`src/rtl/amb_pkg.sv`:
```
package amb_pkg;
  localparam int BANK_W = 7;
  localparam int WIN_W  = 15;
  localparam int ROM_AW = BANK_W + WIN_W;

  typedef enum logic [1:0] {
    MIR_VERT   = 2'b00,
    MIR_HORZ   = 2'b01,
    MIR_SINGLE = 2'b10
  } mirror_e;

  typedef struct packed {
    logic [BANK_W-1:0] bank;
    logic              mode16;
    logic              half_hi;
    logic              nobus;
    mirror_e           mirror;
  } cfg_t;
endpackage

```
`src/rtl/amb_cfg_decode.sv`:
```
module amb_cfg_decode
  import amb_pkg::*;
#(
  parameter int PRG_MIB = 4
) (
  input  logic [15:8] wa_hi,
  input  logic [4:0]  wa_lo,
  output cfg_t        cfg
);
  logic [1:0] sel;
  logic [4:0] low;
  logic [1:0] bank_hi;
  logic       nobus;

  assign sel = wa_hi[9:8];
  assign low = wa_lo;

  generate
    if (PRG_MIB == 1) begin : g_1m
      always_comb begin
        bank_hi = sel;
        nobus   = (sel != 2'b00);
      end
    end else if (PRG_MIB == 2) begin : g_2m
      always_comb begin
        bank_hi = sel;
        nobus   = 1'b0;
        case (sel)
          2'b01, 2'b11: nobus   = 1'b1;
          2'b10:        bank_hi = 2'b01;
          default:      ;
        endcase
      end
    end else if (PRG_MIB == 3) begin : g_3m
      always_comb begin
        bank_hi = sel;
        nobus   = 1'b0;
        case (sel)
          2'b01:   nobus   = 1'b1;
          2'b10:   bank_hi = 2'b01;
          2'b11:   bank_hi = 2'b10;
          default: ;
        endcase
      end
    end else begin : g_4m
      always_comb begin
        bank_hi = sel;
        nobus   = 1'b0;
      end
    end
  endgenerate

  always_comb begin
    cfg.bank    = {bank_hi, low};
    cfg.mode16  = wa_hi[11];
    cfg.half_hi = wa_hi[12];
    cfg.nobus   = nobus;
    if (wa_hi[10])      cfg.mirror = MIR_SINGLE;
    else if (wa_hi[13]) cfg.mirror = MIR_HORZ;
    else                cfg.mirror = MIR_VERT;
  end

  logic unused_bits;
  assign unused_bits = ^{wa_hi[15:14]};
endmodule

```
`src/rtl/amb_cfg_reg.sv`:
```
module amb_cfg_reg
  import amb_pkg::*;
(
  input  logic clk,
  input  logic rst,
  input  logic load,
  input  cfg_t cfg_d,
  output cfg_t cfg_q
);
  always_ff @(posedge clk) begin
    if (rst) begin
      cfg_q.bank    <= '0;
      cfg_q.mode16  <= 1'b0;
      cfg_q.half_hi <= 1'b0;
      cfg_q.nobus   <= 1'b0;
      cfg_q.mirror  <= MIR_VERT;
    end else if (load) begin
      cfg_q <= cfg_d;
    end
  end
endmodule

```
`src/rtl/amb_prg_xlate.sv`:
```
module amb_prg_xlate
  import amb_pkg::*;
(
  input  logic              clk,
  input  logic              rst,
  input  cfg_t              cfg,
  input  logic [15:0]       rd_addr,
  output logic [ROM_AW-1:0] prg_addr,
  output logic              open_bus
);
  logic [WIN_W-1:0]  offset;
  logic [ROM_AW-1:0] addr_d;

  always_comb begin
    if (cfg.mode16) offset = {cfg.half_hi, rd_addr[WIN_W-2:0]};
    else            offset = rd_addr[WIN_W-1:0];
    addr_d = {cfg.bank, offset};
  end

  always_ff @(posedge clk) begin
    if (rst) begin
      prg_addr <= '0;
      open_bus <= 1'b0;
    end else begin
      prg_addr <= addr_d;
      open_bus <= cfg.nobus & rd_addr[15];
    end
  end
endmodule

```
`src/rtl/amb_prg_mapper.sv`:
```
module amb_prg_mapper
  import amb_pkg::*;
#(
  parameter int PRG_MIB = 4
) (
  input  logic              clk,
  input  logic              rst,
  input  logic              cpu_wr_en,
  input  logic [15:0]       cpu_wr_addr,
  input  logic [15:0]       rd_addr,
  output logic [ROM_AW-1:0] prg_addr,
  output logic              open_bus,
  output logic [1:0]        mirror_mode
);
  cfg_t cfg_next;
  cfg_t cfg_cur;
  logic latch;

  assign latch = cpu_wr_en & cpu_wr_addr[15];

  amb_cfg_decode #(.PRG_MIB(PRG_MIB)) u_dec (
    .wa_hi (cpu_wr_addr[15:8]),
    .wa_lo (cpu_wr_addr[4:0]),
    .cfg   (cfg_next)
  );

  amb_cfg_reg u_reg (
    .clk   (clk),
    .rst   (rst),
    .load  (latch),
    .cfg_d (cfg_next),
    .cfg_q (cfg_cur)
  );

  amb_prg_xlate u_xl (
    .clk      (clk),
    .rst      (rst),
    .cfg      (cfg_cur),
    .rd_addr  (rd_addr),
    .prg_addr (prg_addr),
    .open_bus (open_bus)
  );

  assign mirror_mode = cfg_cur.mirror;
endmodule

```
`config.mk`:
```
export PLATFORM = sky130hd
export DESIGN_NAME = amb_prg_mapper
export DESIGN_NICKNAME = d
export VERILOG_FILES = /design/src/rtl/amb_pkg.sv /design/src/rtl/amb_cfg_decode.sv /design/src/rtl/amb_cfg_reg.sv /design/src/rtl/amb_prg_xlate.sv /design/src/rtl/amb_prg_mapper.sv
export SDC_FILE = /design/constraint.sdc
export NUM_CORES = 1
export LEC_CHECK = 0
export BUFFER_PORTS_ARGS = -buffer_cell sky130_fd_sc_hd__buf_4
export CORE_AREA = 5 5 57 59
export DETAILED_ROUTE_END_ITERATION = 8
export DIE_AREA = 0 0 62 64
export PLACE_DENSITY = 0.78
export SETUP_SLACK_MARGIN = 0.1
export SYNTH_ARGS = -nofsm -noshare
export SYNTH_HDL_FRONTEND = slang
export SYNTH_HIERARCHICAL = 1
export SYNTH_SLANG_ARGS = --single-unit
```
`constraint.sdc`:
```
create_clock -name clk -period 2.6 [get_ports clk]
set_clock_uncertainty 0.2 [all_clocks]
set_input_delay 0.13 -clock clk [delete_from_list [all_inputs] [get_ports clk]]
set_output_delay 0.13 -clock clk [all_outputs]
set_load 0.02 [all_outputs]
```
======== Word level (Yosys, flattened, before mapping) ========
Index checks and enable logic that the tools add are counted.
storage, ports and cells
  bits in registers ....................... 33
  input bits .............................. 35
  output and inout port bits .............. 25
  word-level logic and storage cells ...... 9
operators by class
  muxes and demuxes ....................... 3
  bitwise gates (word level) .............. 1
operators by type and width
  operator           count
  2-to-1 mux 15 bit  1
  2-to-1 mux 2 bit   1
  AND 1 bit          1
  2-to-1 mux 1 bit   1

======== Longest topological paths before layout ========
  depth after elaboration ................. 2
  mapped depth ............................ 4
  gate-level depth less buffers ........... 3

======== Cells and area by module ========
Netlist, hierarchy kept.
modules (own cells, without submodules)
  module          times used  cells an instance  area each (um^2)  seq. area each (um^2)
  amb_prg_xlate   1           50                 674.4             460.4
  amb_cfg_reg     1           38                 420.4             240.2
  amb_cfg_decode  1           13                 100.1             0.0
  amb_prg_mapper  1           1                  6.3               0.0

======== Least setup slack after synthesis ========
OpenSTA, ideal clock, no wires.
  path kind ............................... input to register
  from .................................... input cpu_wr_en
  to ...................................... register u_reg/cfg_q[0] in the netlist's numbering
  setup time .............................. 0.128 ns
  arrival time ............................ 0.711 ns
  required time ........................... 2.272 ns
  setup slack ............................. 1.561 ns
  stages .................................. 4
  buffers on the path ..................... 1
  path through ............................ and2_1 -> buf_6 -> mux2i_1 -> nor2_1
on the way
  cells in the longest elaborated chain, start to end .. 1
ends and longest elaborated chain
  element               line                  source
  from (decl)           amb_prg_mapper.sv:8   input logic cpu_wr_en,
  AND 1 bit             amb_prg_mapper.sv:19  assign latch = cpu_wr_en & cpu_wr_addr[15];
  to (signal assigned)  amb_cfg_reg.sv:18     cfg_q <= cfg_d;
  to (decl)             amb_cfg_reg.sv:8      output cfg_t cfg_q
Every way passes these cells.
A chain may end at the register's enable or synchronous reset.

======== Final worst setup path ========
  from .................................... input rst
  to ...................................... register u_reg/cfg_q[8] in the netlist's numbering
RTL lines
  element      line                 source
  from (decl)  amb_prg_mapper.sv:7  input logic rst,
No word-level cell between the ends.

==> flow_summary.ini <==
[logic_synthesis]
yosys_warnings = 6
syn-instance-count = 102
synth_compound_area_share_pct = 0
ys_seq_area_share_pct = 58.3
syn_avg_cell_area_um2 = 11.8
yosys.area_share.simple_pct = 20.5
yosys.area.top_type = dfxtp_1
syn-num-nets = 137
ys.flop_type = dfxtp_1
yosys-top-cells-area = dfxtp_1 (58%), mux2i_1 (11%), nor2b_2 (10%)
synthMuxAreaShare_pct = 10.8
synth_xor_area_share_pct = 0
yosysTopAreaCellShare_pct = 58.3
ys_types = 13
synth_top_family_by_area = simple AND/OR/NAND/NOR gates
synth_common_cells = dfxtp_1 (35), nor2_1 (14), nor2b_2 (14)
synth_async_sr_flop_share_pct = 0
synth_seq_cells = 35
synthAdderAreaFrac_pct = 0
synth_edf_count = 0
syn_area_mm2 = 0.00120
yosysMostFrequentCell = dfxtp_1

[global_route]
gr-usage-met1_pct = 13.1
grt_max_degree = 36
grt_antenna_before_repair = 0
grt.total_usage_pct = 14.7
grt_overflow_total = 0
busiest_layer = met2
grt_first_pass_wirelength_um = 4070
met2_usage_pct = 25.9
grt_util_met3_pct = 4.83
grt_pass1_vias = 948

[cells_and_area]
layout.cells.non_filler = 220
layout.nets = 223
antenna_cells = 0
area_growth_syn_to_layout_pct = 65.8
drive_gt1_share_pct = 40.7
final_util_pct = 74.8
final_area_mm2 = 0.00199

[power_and_ir_drop]
ir_worst_vdd_uv = 481
p_leak_nw = 0.938
power.density_mw_per_mm2 = 535

[clock_network]
path_clk_slew_ps = 90
numCtsBuffers = 5
cts-root-buf = clkbuf_4
cts_hold_buf = 39
clock-sinks = 35
clockBufferDepth = 2
cts_setup_buffers = 0
cts_tree = yes
cts.repair.resized = 0
htreeDepth = 2
worstSkewPairLatency_ps = 330

[detailed_routing]
ant_nets = 0
via_per_inst = 4.22
drtPass1Iterations = 4
routed_wl_um = 2700
wl_per_cell_um = 12.3
remaining_drc_errors = 0
drt_iter0_markers = 17
vias = 928

[timing]
fin_setup_tns_ps = 0
fmax_mhz = 583
fin_crit_sh_pct = 66.0
min_period_ps = 1720
worst_pin_slew_ps = 709
finalMaxSlewViolations = 0
slew_headroom_pct = 52.7
setup_viol = 0
finalHoldViolCount = 0
rsz0062_at_grt = false
timing.final.ws_setup_ps = 884

[floorplanning]
num_io_pins = 60
core_mm2 = 0.00266
dieHeight_um = 64
dieWidth_um = 62
initial_utilization_pct = 45.1
fp-row-count = 19
die_area_mm2 = 0.00397

[critical_path]
criticalPathCategory = in2reg
cp-end-kind = register
cp-start-kind = input port
critPathMaxFanout = 35
required_ps = 2620
worstPathArrival_ps = 1740

[placed_design]
dpl_cell_area_mm2 = 0.00153
io_buffer_count = 55
dp_slack_ps = 1140
hpwl_um = 1590
gp_congestion = 0.621
placed_cells = 173

[hold_path]
hp-class = reg2reg

[status]
status = finished, final reports clean

[run]
cap_violations = 0
sequential cells by signal, summed over array words and instances, names as in the netlist:
register / count
u_reg/cfg_q: 12
u_xl/open_bus: 1
u_xl/prg_addr: 22
area by class of cell:
class,instances,area (um^2)
sequential,35,701
timing repair buffer,94,803
multi-input combinational,52,380
fill,198,671
clock buffer,8,68.8
tap,31,38.8
cells in the final DEF (no fill, tap or decap):
master          n
clkbuf_4        5
nor2b_2        14
nor2b_1         4
conb_1          1
and2_1          1
nor2b_4         1
buf_4          55
and2b_1         3
nor2_1         14
clkbuf_8        2
mux2i_1        13
nand2_1         1
dlygate4sd3_1  39
clkbuf_1        1
dfxtp_1        35
final timing paths:
check / from / end / slack [ps] / cells past startpoint
setup / recovery: rst / u_reg/cfg_q[8] / 880 / 4
hold / removal: u_reg/cfg_q[2] / u_xl/open_bus / 240 / 2
setup reg to reg: u_reg/cfg_q[1] / u_reg/cfg_q[1] / 1230 / 3
hold reg to reg: u_reg/cfg_q[2] / u_xl/open_bus / 240 / 2
cell families (layout without fill, tap and decap cells):
group,after synthesis,after routing
other,1,1
buffers and inverters,15,102
and+or+nand+nor,38,38
muxes,13,13
DFF,35,35
layer usage:
metal  vias to the layer above  part of all wire, %
li1                        476                    -
met1                       409                   34
met2                        35                   53
met3                         8                  9.8
met4                         0                  2.8
met5                         -                    0
worst max-delay path: stages:
cell	delay (ps)
dlygate4sd3_1	550
buf_4	380
nor2_1	90
dlygate4sd3_1	570
metrics by stage:
step	total power, mW	hold slack (ps)
after floorplan	0.659	2.38
after global placement	0.707	141
after detailed placement	0.711	146
after CTS	1.08	246
after global routing	1.12	282
final	1.07	242
power by group:
part / switching, mW / internal (mW) / total (mW)
sequential: 0.00839 / 0.560 / 0.569
clock: 0.162 / 0.159 / 0.321
combinational: 0.0666 / 0.109 / 0.176
(Power assumes the default switching activity.)
